--- config.mk ---
export PLATFORM = sky130hd
export DESIGN_NAME = rx_cfg_spi
export DESIGN_NICKNAME = d
export VERILOG_FILES = /design/src/rtl/rx_cfg_pkg.sv /design/src/rtl/rx_cfg_sync.sv /design/src/rtl/rx_cfg_shifter.sv /design/src/rtl/rx_cfg_gain_dec.sv /design/src/rtl/rx_cfg_spi.sv
export SDC_FILE = /design/constraint.sdc
export NUM_CORES = 1
export LEC_CHECK = 0
export ABC_AREA = 1
export BUFFER_PORTS_ARGS = -buffer_cell sky130_fd_sc_hd__buf_4
export CORE_ASPECT_RATIO = 1.25
export CORE_MARGIN = 4
export CORE_UTILIZATION = 61
export CTS_BUF_LIST = sky130_fd_sc_hd__clkbuf_16
export DETAILED_ROUTE_END_ITERATION = 8
export GPL_ROUTABILITY_DRIVEN = 0
export PLACE_DENSITY = 0.84
export RECOVER_POWER = 50
export SYNTH_ARGS = -nofsm -noshare
export SYNTH_HDL_FRONTEND = slang
export SYNTH_HIERARCHICAL = 1
export SYNTH_SLANG_ARGS = --single-unit
--- constraint.sdc ---
create_clock -name clk -period 2.69 [get_ports clk]
set_input_delay 0.1345 -clock clk [delete_from_list [all_inputs] [get_ports clk]]
set_output_delay 0.1345 -clock clk [all_outputs]
set_load 0.1 [all_outputs]
--- src/rtl/rx_cfg_pkg.sv ---
package rx_cfg_pkg;

   // Default geometry of the configuration word
   localparam int CFG_WORD_W    = 32;
   localparam int CFG_INC_W     = 26;
   localparam int CFG_GAIN_W    = 4;
   localparam int CFG_MAX_SHIFT = 5;
   localparam int CFG_SYNC      = 2;

   // Idle levels of the serial lines, used as synchroniser reset values
   localparam logic SCK_IDLE = 1'b0;
   localparam logic CSN_IDLE = 1'b1;
   localparam logic DAT_IDLE = 1'b0;

endpackage

--- src/rtl/rx_cfg_sync.sv ---
module rx_cfg_sync #(
   parameter int   STAGES  = 2,
   parameter logic RST_VAL = 1'b0
) (
   input  logic clk,
   input  logic rst_n,
   input  logic d,
   output logic q
);

   generate
      if (STAGES < 2) begin : g_bad_depth
         $error("rx_cfg_sync needs at least two stages");
      end
   endgenerate

   logic [STAGES-1:0] ff;

   always_ff @(posedge clk or negedge rst_n) begin
      if (!rst_n) ff <= {STAGES{RST_VAL}};
      else        ff <= {ff[STAGES-2:0], d};
   end

   assign q = ff[STAGES-1];

endmodule

--- src/rtl/rx_cfg_shifter.sv ---
module rx_cfg_shifter #(
   parameter int KEEP_W = 30
) (
   input  logic              clk,
   input  logic              rst_n,
   input  logic              sck_s,
   input  logic              mosi_s,
   input  logic              csn_s,
   output logic [KEEP_W-1:0] word_q
);

   generate
      if (KEEP_W < 2) begin : g_bad_keep
         $error("rx_cfg_shifter needs at least two retained bits");
      end
   endgenerate

   logic              sck_q;
   logic              csn_q;
   logic              sck_rise;
   logic              cs_rise;
   logic              shift_en;
   logic [KEEP_W-1:0] sr_q;
   logic [KEEP_W-1:0] sr_next;

   // Previous synchronised levels for edge detection
   always_ff @(posedge clk or negedge rst_n) begin
      if (!rst_n) begin
         sck_q <= rx_cfg_pkg::SCK_IDLE;
         csn_q <= rx_cfg_pkg::CSN_IDLE;
      end else begin
         sck_q <= sck_s;
         csn_q <= csn_s;
      end
   end

   assign sck_rise = sck_s & ~sck_q;
   assign cs_rise  = csn_s & ~csn_q;
   // Gate on the previous select level so a last bit that meets the
   // closing select edge is still taken.
   assign shift_en = sck_rise & ~csn_q;

   always_comb begin
      sr_next = sr_q;
      if (shift_en) sr_next = {sr_q[KEEP_W-2:0], mosi_s};
   end

   always_ff @(posedge clk or negedge rst_n) begin
      if (!rst_n) begin
         sr_q   <= '0;
         word_q <= '0;
      end else begin
         sr_q <= sr_next;
         if (cs_rise) word_q <= sr_next;
      end
   end


   shift_in_chk: assert property (@(posedge clk) disable iff (!rst_n)
      (sck_rise && !csn_q) |=> (sr_q[0] == $past(mosi_s)));


   idle_hold_chk: assert property (@(posedge clk) disable iff (!rst_n)
      (csn_q && csn_s) |=> $stable(sr_q));


   no_capture_chk: assert property (@(posedge clk) disable iff (!rst_n)
      !cs_rise |=> $stable(word_q));


   edge_merge_chk: assert property (@(posedge clk) disable iff (!rst_n)
      (cs_rise && sck_rise) |=> (word_q[0] == $past(mosi_s)));

endmodule

--- src/rtl/rx_cfg_gain_dec.sv ---
module rx_cfg_gain_dec #(
   parameter int CODE_W    = 4,
   parameter int MAX_SHIFT = 5,
   parameter int SH_W      = 3,
   parameter bit OUT_REG   = 1'b0
) (
   input  logic              clk,
   input  logic              rst_n,
   input  logic [CODE_W-1:0] code,
   output logic [SH_W-1:0]   shift
);

   generate
      if (MAX_SHIFT >= (1 << SH_W)) begin : g_bad_sh_w
         $error("rx_cfg_gain_dec shift width too small for MAX_SHIFT");
      end
   endgenerate

   logic [SH_W-1:0] sat;

   // Power-of-two gain: code is the shift, clipped at MAX_SHIFT
   always_comb begin
      if (int'(code) >= MAX_SHIFT) sat = SH_W'(MAX_SHIFT);
      else                         sat = SH_W'(code);
   end

   generate
      if (OUT_REG) begin : g_reg
         always_ff @(posedge clk or negedge rst_n) begin
            if (!rst_n) shift <= '0;
            else        shift <= sat;
         end
      end else begin : g_comb
         assign shift = sat;
      end
   endgenerate


   shift_cap_chk: assert property (@(posedge clk) disable iff (!rst_n)
      int'(shift) <= MAX_SHIFT);

endmodule

--- src/rtl/rx_cfg_spi.sv ---
module rx_cfg_spi #(
   parameter int WORD_W      = rx_cfg_pkg::CFG_WORD_W,
   parameter int INC_W       = rx_cfg_pkg::CFG_INC_W,
   parameter int GAIN_W      = rx_cfg_pkg::CFG_GAIN_W,
   parameter int MAX_SHIFT   = rx_cfg_pkg::CFG_MAX_SHIFT,
   parameter int SYNC_STAGES = rx_cfg_pkg::CFG_SYNC,
   parameter bit SHIFT_REG   = 1'b0,
   localparam int SH_W       = $clog2(MAX_SHIFT + 1)
) (
   input  logic             clk,
   input  logic             rst_n,
   input  logic             spi_sck,
   input  logic             spi_mosi,
   input  logic             spi_csn,
   output logic [INC_W-1:0] phase_inc,
   output logic [SH_W-1:0]  gain_shift
);

   localparam int KEEP_W = INC_W + GAIN_W;

   generate
      if (KEEP_W > WORD_W) begin : g_bad_split
         $error("rx_cfg_spi fields do not fit the serial word");
      end
      if (MAX_SHIFT < 1) begin : g_bad_max
         $error("rx_cfg_spi MAX_SHIFT must be positive");
      end
   endgenerate

   logic              sck_s;
   logic              mosi_s;
   logic              csn_s;
   logic [KEEP_W-1:0] word_q;

   rx_cfg_sync #(.STAGES(SYNC_STAGES), .RST_VAL(rx_cfg_pkg::SCK_IDLE)) i_sync_sck (
      .clk(clk), .rst_n(rst_n), .d(spi_sck), .q(sck_s));

   rx_cfg_sync #(.STAGES(SYNC_STAGES), .RST_VAL(rx_cfg_pkg::DAT_IDLE)) i_sync_mosi (
      .clk(clk), .rst_n(rst_n), .d(spi_mosi), .q(mosi_s));

   rx_cfg_sync #(.STAGES(SYNC_STAGES), .RST_VAL(rx_cfg_pkg::CSN_IDLE)) i_sync_csn (
      .clk(clk), .rst_n(rst_n), .d(spi_csn), .q(csn_s));

   // Only the low KEEP_W bits can reach the settings; the top bits of a
   // frame simply fall off the end of the shorter register.
   rx_cfg_shifter #(.KEEP_W(KEEP_W)) i_shifter (
      .clk(clk), .rst_n(rst_n),
      .sck_s(sck_s), .mosi_s(mosi_s), .csn_s(csn_s),
      .word_q(word_q));

   rx_cfg_gain_dec #(
      .CODE_W(GAIN_W), .MAX_SHIFT(MAX_SHIFT), .SH_W(SH_W), .OUT_REG(SHIFT_REG)
   ) i_gain_dec (
      .clk(clk), .rst_n(rst_n),
      .code(word_q[KEEP_W-1:INC_W]),
      .shift(gain_shift));

   assign phase_inc = word_q[INC_W-1:0];


   csn_low_hold_chk: assert property (@(posedge clk) disable iff (!rst_n)
      (!spi_csn && !$past(spi_csn) && !csn_s) |=> $stable(phase_inc));

endmodule

==> reports/qor.yml, run 1 <==
status: "complete, but fails checks"
violations: "max-capacitance violations, max-slew violations"
syn2layout_area_growth_pct: 16.67
reg2reg_from: "i_sync_sck/ff[1]"
rows: 27
drcViolationCount: 0
synth_fp_nets: 311
first_pass_iters: 4
die_x_um: 68.67
report.final.slew_viol_count: 69
clk_pin_slew_ns: 0.05
first_global_vias: 2084
setup_viol_count_final: 0
ant_nets: 0
hold_class: "reg -> reg"
max_clock_freq_mhz: 491.8
route.vias.total: 2114
diodes: 0
synth_area_um2: 2806
clkSinkCount: 68
synthCells: 306
core_area_um2: 4425
ys_seq_area_share_pct: 60.77
finalSetupTns_ns: 0
cpLargestDelayFamily: "buffers and inverters"
r2r-end: "i_shifter/sr_q[5]"
fin_worst_skew_ns: 0.005538
nFillCells: 327
fin_nets: 347
hold_violations: 0
vias_per_cell: 5.220
cts_tree: "yes"
floorplan.io_pins: 34
initial_core_util_pct: 63.42
clock_latency_ns: 0.32
cts_inserted_buffers: 9
path_max_fanout: 31
p_leak_nw: 1.669
grt_max_degree: 69
crit_path_start_kind: "flop"
layout_commonest_cell: "nand2_1"
max-cap-violations: 1
crit_required_ns: 2.90
hold-worst-slack_ns: 0.3506
fin_crit_ns: 2.033
hpwlAfterDp_um: 2968
detail_route.wirelength_um: 5528
fp.dieH_um: 83.84
p_per_area_nw_per_um2: 1082
drive_gt1_share_pct: 8.357
track_usage_pct: 22.49
grt_antenna_before_repair: 0
ir_drop_mv: 0.7902
clockRootBuffer: "clkbuf_16"
grt_pass1_wl_um: 9673
ys_ff_latch: 68
routedWlPerCell_um: 13.65
yosysWarnings: 6
seqCellArea_um2: 1705
path_buf_inv: 1
min_to: "i_sync_mosi/ff[1]"
slew_headroom_pct: -6.883
htree_levels: 3
die_area_um2: 5757
drtIter0Drc: 249
multi_input_area_um2: 874.6
ys_types: 16
critical_path.max_stage_delay_ns: 1.05
rsz0062_at_grt: "no"
port_buffers: 33
post-route-period-util_pct: 75.59
overflow: 0
cts.path.max_buffers: 2
most-common-layout-cells: "91 x nand2_1, 65 x dfrtp_1, 60 x nand3_1"
rrSetupSlack_ns: 0.66
crit_chain: "clkbuf_1 -> nand3_1 -> and2_1"
avgSynthCellArea_um2: 9.171
min_path_cells: 0
worst_setup_path_end_kind: "flop"
rr_worst_depth: 3
tightest_slew_ns: 1.603
crit_arrival_ns: 2.24
worst_path_max_delay_cell: "clkbuf_1"
path_class: "reg -> reg"
worstHoldStart: "i_sync_mosi/ff[0]"
cts_resized: 0
-- where the power goes --
part           internal, mW  switching (mW)  total (mW)  leakage (nW)
Sequential             1.22          0.0845        1.30         0.780
Combinational         0.190           0.954        1.14         0.747
Clock                 0.703           0.394        1.10         0.141
-- worst max-delay path by stage --
stage | slack, ns | cells past startpoint | endpoint | from
after CTS | 1.11 | 4 | i_shifter/word_q[16] | i_shifter/csn_q
final | 0.66 | 3 | i_shifter/sr_q[5] | i_sync_sck/ff[1]
after global routing | 0.55 | 4 | i_shifter/word_q[21] | i_sync_sck/ff[1]
after detailed placement | 1.14 | 4 | i_shifter/word_q[27] | i_shifter/csn_q
after floorplan | 0.73 | 3 | gain_shift[1] | i_shifter/word_q[26]
after global placement | 1.20 | 4 | i_shifter/word_q[24] | i_shifter/csn_q
-- routing by layer --
| metal | wire (um) | vias up | global-route usage (%) | part of all wire [%] |
|---|---|---|---|---|
| li1 | - | 1016 | - | - |
| met1 | 2411 | 1026 | 30.18 | 44 |
| met2 | 2781 | 66 | 33.71 | 50 |
| met3 | 278 | 6 | 7.278 | 5.0 |
| met4 | 55 | 0 | 8.318 | 0.99 |
| met5 | 0 | - | 0 | 0 |
-- timing repair --
item,CTS,global route
hold buffers,4,0
setup endpoints to repair,0,0
endpoints found under the hold margin,68,0
setup buffers,0,0
-- state kept, by name, indices dropped and copies added (netlist names) --
name              count
i_sync_sck/ff         2
i_shifter/sck_q       1
i_sync_mosi/ff        2
i_shifter/sr_q       30
i_sync_csn/ff         2
i_shifter/word_q     30
i_shifter/csn_q       1
-- synth_stat cells (all sizes together) --
cell    instances  area, um2
and2           30      187.7
buf            12      86.33
clkbuf          3      11.26
dfrtp          65       1627
dfstp           3      78.83
inv            35      131.4
nand2          92      347.8
nand3          60      300.3
nand3b          1      7.510
nor2            3      13.77
o21ai           1      8.760
or2             1      6.260
-- stage by stage --
| stage | area, um2 | power (mW) | worst slack [ns] | util [%] | cells |
|---|---|---|---|---|---|
| detailed placement | 3054 | 2.514 | 1.142 | 69.01 | 385 |
| CTS | 3378 | 3.644 | 1.114 | 76.34 | 405 |
| global route | 3274 | 3.716 | 0.5481 | 73.99 | 405 |
| global placement | 3054 | 2.491 | 1.203 | 69.01 | 385 |
| finish | 3274 | 3.543 | 0.6565 | 73.99 | 405 |
| floorplan | 2806 | 2.268 | 0.7258 | - | 306 |
-- area by class of cell --
cell class              instances  area share, %
clock buffers                   9          6.878
clock inverters                 7          1.796
inverters                      35          4.012
multi-input cells             188          26.71
flip-flops and latches         68          52.08
well taps                      58          2.216
repair buffers                 40          6.305
-- logic make-up (layout without fill, tap and decap cells) --
family / after synthesis / in the layout / synth area share (%)
AOI/OAI and AO/OA: 1 / 1 / 0.3121
buffers and inverters: 50 / 91 / 8.159
and+or+nand+nor: 187 / 187 / 30.76
DFF: 68 / 68 / 60.77
Note: power is estimated with default switching activity, not from simulation.
==> inputs of run 2 (changes only) <==
CORE_UTILIZATION = 51   (was 61)
PLACE_DENSITY = 0.75   (was 0.84)
clock period = 1.78 ns   (was 2.69 ns; I/O delays follow)
==> reports/qor.yml, run 2 (synthesized netlist as in run 1, its figures left out) <==
first_global_vias: 2091  # +0.34%
cts_tree: "yes"
rsz0062_at_grt: "no"
detail_route.wirelength_um: 5373  # -2.8%
fp.dieH_um: 90.94  # +8.5%
p_leak_nw: 1.766  # +5.8%
most-common-layout-cells: "91 x nand2_1, 65 x dfrtp_1, 60 x nand3_1"
fin_worst_skew_ns: 0.005432  # -0.0001057 ns
first_pass_iters: 4  # unchanged
hpwlAfterDp_um: 3166  # +6.7%
floorplan.io_pins: 34  # unchanged
clock_latency_ns: 0.32  # about the same
layout_commonest_cell: "nand2_1"
ir_drop_mv: 0.8878  # +12%
htree_levels: 3  # unchanged
p_per_area_nw_per_um2: 1607  # +49%
fin_crit_ns: 1.615  # -0.4182 ns
slew_headroom_pct: 37.99  # +45 points
crit_arrival_ns: 1.87  # -0.37 ns
seqCellArea_um2: 1705  # unchanged
report.final.slew_viol_count: 0  # -100%
die_area_um2: 6761  # +17%
port_buffers: 33  # unchanged
finalPower_mw: 5.356  # +51%
cts.path.max_buffers: 2  # unchanged
overflow: 0  # unchanged
cts_inserted_buffers: 9  # unchanged
clk_pin_slew_ns: 0.05  # about the same
drive_gt1_share_pct: 15.80  # +7.4 points
grt_max_degree: 69  # unchanged
post-route-period-util_pct: 90.74  # +15 points
initial_core_util_pct: 54.09  # -9.3 points
route.vias.total: 2084  # -1.4%
status: "finished, final reports clean"
tightest_slew_ns: 0.9292  # -0.6740 ns
hold_violations: 0  # unchanged
grt_pass1_wl_um: 9280  # -4.1%
multi_input_area_um2: 877.1  # +0.29%
vias_per_cell: 5.083  # -2.6%
grt_antenna_before_repair: 0  # unchanged
hold_class: "reg -> reg"
syn2layout_area_growth_pct: 18.73
fin_nets: 348  # +0.29%
clkSinkCount: 68  # unchanged
ant_nets: 0  # unchanged
clockRootBuffer: "clkbuf_16"
path_max_fanout: 30  # -3.2%
drcViolationCount: 0  # unchanged
path_class: "reg -> reg"
crit_required_ns: 2.04  # -0.86 ns
top_regs: "i_shifter/sr_q: 30 flops, i_shifter/word_q: 30 flops"
setup_viol_count_final: 0  # unchanged
drtIter0Drc: 134  # -46%
nFillCells: 448  # +37%
crit_path_start_kind: "flop"
worst_setup_path_end_kind: "flop"
track_usage_pct: 18.00  # -4.5 points
post-cts-setup-buffer-count: 0  # unchanged
finalSetupTns_ns: 0  # unchanged
rows: 29  # +7.4%
routedWlPerCell_um: 13.10  # -4.0%
core_area_um2: 5189  # +17%
die_x_um: 74.35  # +8.3%
diodes: 0  # unchanged
max-cap-violations: 0  # -1
max_clock_freq_mhz: 619.1  # +26%
-- run 2: cell types whose count changed in the layout (fill, tap and decap cells not counted), sizes merged --
| cell | before | now |
|---|---|---|
| buf | 5 | 6 |
| clkinv | 4 | 3 |
| clkinvlp | 1 | 0 |
| inv | 36 | 38 |
-- run 2: metal layers --
layer | part of all wire (%) | GRT usage, % | vias to the layer above
met5 | 0 | 0 | -
met4 | 1.1 | 8.309 | 0
met3 | 5.7 | 5.967 | 5
met2 | 49 | 27.74 | 54
met1 | 45 | 22.78 | 1003
li1 | - | - | 1022
-- run 2: timing repair --
action,CTS,global route
hold buffers,4,0
resized for setup,0,0
endpoints found under the hold margin,68,0
-- run 2: cell type report --
cell class,instances,area share (%)
multi-input combinational,188,26.32
clock buffer,9,6.759
clock inverter,7,1.577
tap,62,2.328
inverter,35,3.943
sequential,68,51.18
timing repair buffer,41,7.886
-- run 2: report_power, final --
part / switching (mW) / internal, mW
Combinational: 1.43 / 0.324
Clock: 0.589 / 1.05
Sequential: 0.122 / 1.84
Total: 2.14 / 3.22
-- run 2: stage by stage --
step,instance area (um2),std cells,util [%],setup slack [ns],hold slack [ns]
2_1_floorplan,2809,306,-,0.3211,-0.2066
5_1_grt,3332,410,64.22,0.03919,0.3535
3_5_place_dp,3082,390,59.39,0.1970,0.1999
6_report,3332,410,64.22,0.1648,0.3469
4_1_cts,3400,410,65.52,0.09672,0.3482
3_3_place_gp,3082,390,59.39,0.2422,0.1982
-- run 2: worst max-delay path: stages (launching register included) --
cell	delay (ns)
dfstp_2	0.55
nor2_2	0.05
inv_1	0.67
nand2_1	0.14
nand2_1	0.12
-- run 2: final timing paths --
path                            slack, ns                    to        startpoint  cells past startpoint
worst max-delay path                 0.16  i_shifter/word_q[28]   i_shifter/csn_q                      4
worst min-delay path                 0.35      i_sync_sck/ff[1]  i_sync_sck/ff[0]                      0
worst max register to register       0.16  i_shifter/word_q[28]   i_shifter/csn_q                      4
worst min register to register       0.35      i_sync_sck/ff[1]  i_sync_sck/ff[0]                      0
max in group asynchronous            0.74     i_shifter/sr_q[5]             rst_n                      2
min in group asynchronous            0.45     i_sync_mosi/ff[0]             rst_n                      2
==> inputs of run 3 (changes only) <==
CELL_PAD_IN_SITES_DETAIL_PLACEMENT = 0   (was unset)
CELL_PAD_IN_SITES_GLOBAL_PLACEMENT = 2   (was unset)
CORE_UTILIZATION = 32   (was 51)
PLACE_DENSITY = 0.76   (was 0.75)
==> reports/qor.yml, run 3 (synthesized netlist as in run 1, its figures left out) <==
seqCellArea_um2: 1705  # unchanged
worst_path_max_delay_cell: "clkbuf_2"
diodes: 0  # unchanged
core_area_um2: 8379  # +61%
top_regs: "i_shifter/sr_q: 30 flops, i_shifter/word_q: 30 flops"
finish.instance_area_um2: 3543  # +6.3%
max-cap-violations: 0  # unchanged
hold_class: "in -> async"
layout_commonest_cell: "nand2_1"
fin_crit_ns: 1.413  # -0.2022 ns
path_max_fanout: 31  # +3.3%
hold-worst-slack_ns: 0.3291  # -0.01775 ns
rsz0062_at_grt: "no"
syn2layout_area_growth_pct: 26.26
vias_per_cell: 4.352  # -14%
cts_inserted_buffers: 9  # unchanged
clkSinkCount: 68  # unchanged
drive_gt1_share_pct: 18.87  # +3.1 points
tightest_slew_ns: 0.6683  # -0.2609 ns
worst_setup_path_end_kind: "flop"
placed_cells: 452  # +16%
cpLargestDelayFamily: "buffers and inverters"
clockRootBuffer: "clkbuf_16"
drtIter0Drc: 86  # -36%
initial_core_util_pct: 33.49  # -21 points
crit_path_start_kind: "flop"
final_core_util_pct: 42.29  # -22 points
track_usage_pct: 12.61  # -5.4 points
fin_nets: 355  # +2.0%
grt_antenna_before_repair: 0  # unchanged
finalSetupTns_ns: 0  # unchanged
port_buffers: 33  # unchanged
first_global_vias: 2219  # +6.1%
fin_worst_skew_ns: 0.006212  # +0.0007802 ns
fp.dieH_um: 112.7  # +24%
crit_required_ns: 1.99  # -0.05 ns
multi_input_area_um2: 877.1  # unchanged
clk_pin_slew_ns: 0.06  # about the same
crit_arrival_ns: 1.62  # -0.25 ns
die_x_um: 91.76  # +23%
detail_route.wirelength_um: 5728  # +6.6%
routedWlPerCell_um: 12.14  # -7.4%
post-route-period-util_pct: 79.38  # -11 points
htree_levels: 3  # unchanged
setup_viol_count_final: 0  # unchanged
most-common-layout-cells: "91 x nand2_1, 65 x dfrtp_1, 60 x nand3_1"
p_leak_nw: 1.829  # +3.6%
critical_path.max_stage_delay_ns: 0.54  # -0.13 ns
status: "finished, final reports clean"
ir_drop_mv: 0.6047  # -32%
drcViolationCount: 0  # unchanged
cts_tree: "yes"
nFillCells: 840  # +88%
hold_violations: 0  # unchanged
hpwlAfterDp_um: 3779  # +19%
p_per_area_nw_per_um2: 1581  # -1.6%
floorplan.io_pins: 34  # unchanged
place_area_um2: 3216  # +4.3%
die_area_um2: 10340  # +53%
slew_headroom_pct: 55.45  # +17 points
ant_nets: 0  # unchanged
route.vias.total: 2054  # -1.4%
report.final.slew_viol_count: 0  # unchanged
cpMostUsedCell: "nand3_1"
path_class: "reg -> reg"
cts.path.max_buffers: 2  # unchanged
max_clock_freq_mhz: 707.7  # +14%
grt_pass1_wl_um: 10490  # +13%
final_cells: 472  # +15%
overflow: 0  # unchanged
first_pass_iters: 6  # +2
path_buf_inv: 1  # unchanged
clock_latency_ns: 0.32  # about the same
grt_max_degree: 33  # -52%
rows: 37  # +28%
crit_chain: "clkbuf_2 -> nand3_1 -> nand3_1 -> nand2_1"
-- run 3: cell types whose count changed in the layout (fill, tap and decap cells not counted), sizes merged --
cell    delta
buf       +27
inv        -2
clkinv     +1
clkbuf    -20
bufinv     +1
-- run 3: routing by layer --
metal  global-route usage [%]  share of wire, %
met4                    5.946               1.7
met2                    20.58                48
met3                    2.261               4.1
met5                        0                 0
met1                    16.23                46
-- run 3: area by class of cell --
cell class / instances / area share [%]
inverter: 35 / 3.708
multi-input combinational: 188 / 24.75
sequential: 68 / 48.13
timing repair buffer: 48 / 10.59
clock inverter: 7 / 2.331
tap: 117 / 4.131
clock buffer: 9 / 6.356
-- run 3: path summary, 6_finish.rpt --
| check | cells past startpoint | slack [ns] | from | end |
|---|---|---|---|---|
| worst max-delay path | 4 | 0.37 | i_sync_sck/ff[1] | i_shifter/word_q[21] |
| worst min-delay path | 2 | 0.33 | rst_n | i_sync_sck/ff[0] |
| worst max register to register | 4 | 0.37 | i_sync_sck/ff[1] | i_shifter/word_q[21] |
| worst min register to register | 0 | 0.35 | i_sync_mosi/ff[0] | i_sync_mosi/ff[1] |
| max in group asynchronous | 3 | 0.78 | rst_n | i_sync_csn/ff[1] |
| min in group clk | 0 | 0.35 | i_sync_mosi/ff[0] | i_sync_mosi/ff[1] |
-- run 3: where the power goes --
| group | total (mW) | internal, mW | switching (mW) |
|---|---|---|---|
| Combinational | 1.81 | 0.396 | 1.42 |
| Clock | 1.83 | 1.21 | 0.618 |
| Sequential | 1.96 | 1.84 | 0.122 |
-- run 3: repair_timing --
item | CTS | global route
hold endpoints to repair | 28 | 0
buffers inserted | 0 | 0
hold buffers | 4 | 0
gates resized for setup | 0 | 0
-- run 3: stage by stage --
stage	worst slack, ns	power, mW
floorplan	0.3211	3.430
global placement	0.4351	3.822
detailed placement	0.3988	3.838
CTS	0.3621	5.698
global route	0.1806	5.900
finish	0.3670	5.603
-- run 3: worst reg2reg max path: cells and delay by family, from the launching register on --
kind                   cells  cell delay, ns
buffers and inverters      1            0.54
AND/OR/NAND/NOR            3            0.41
flip-flops                 1            0.35
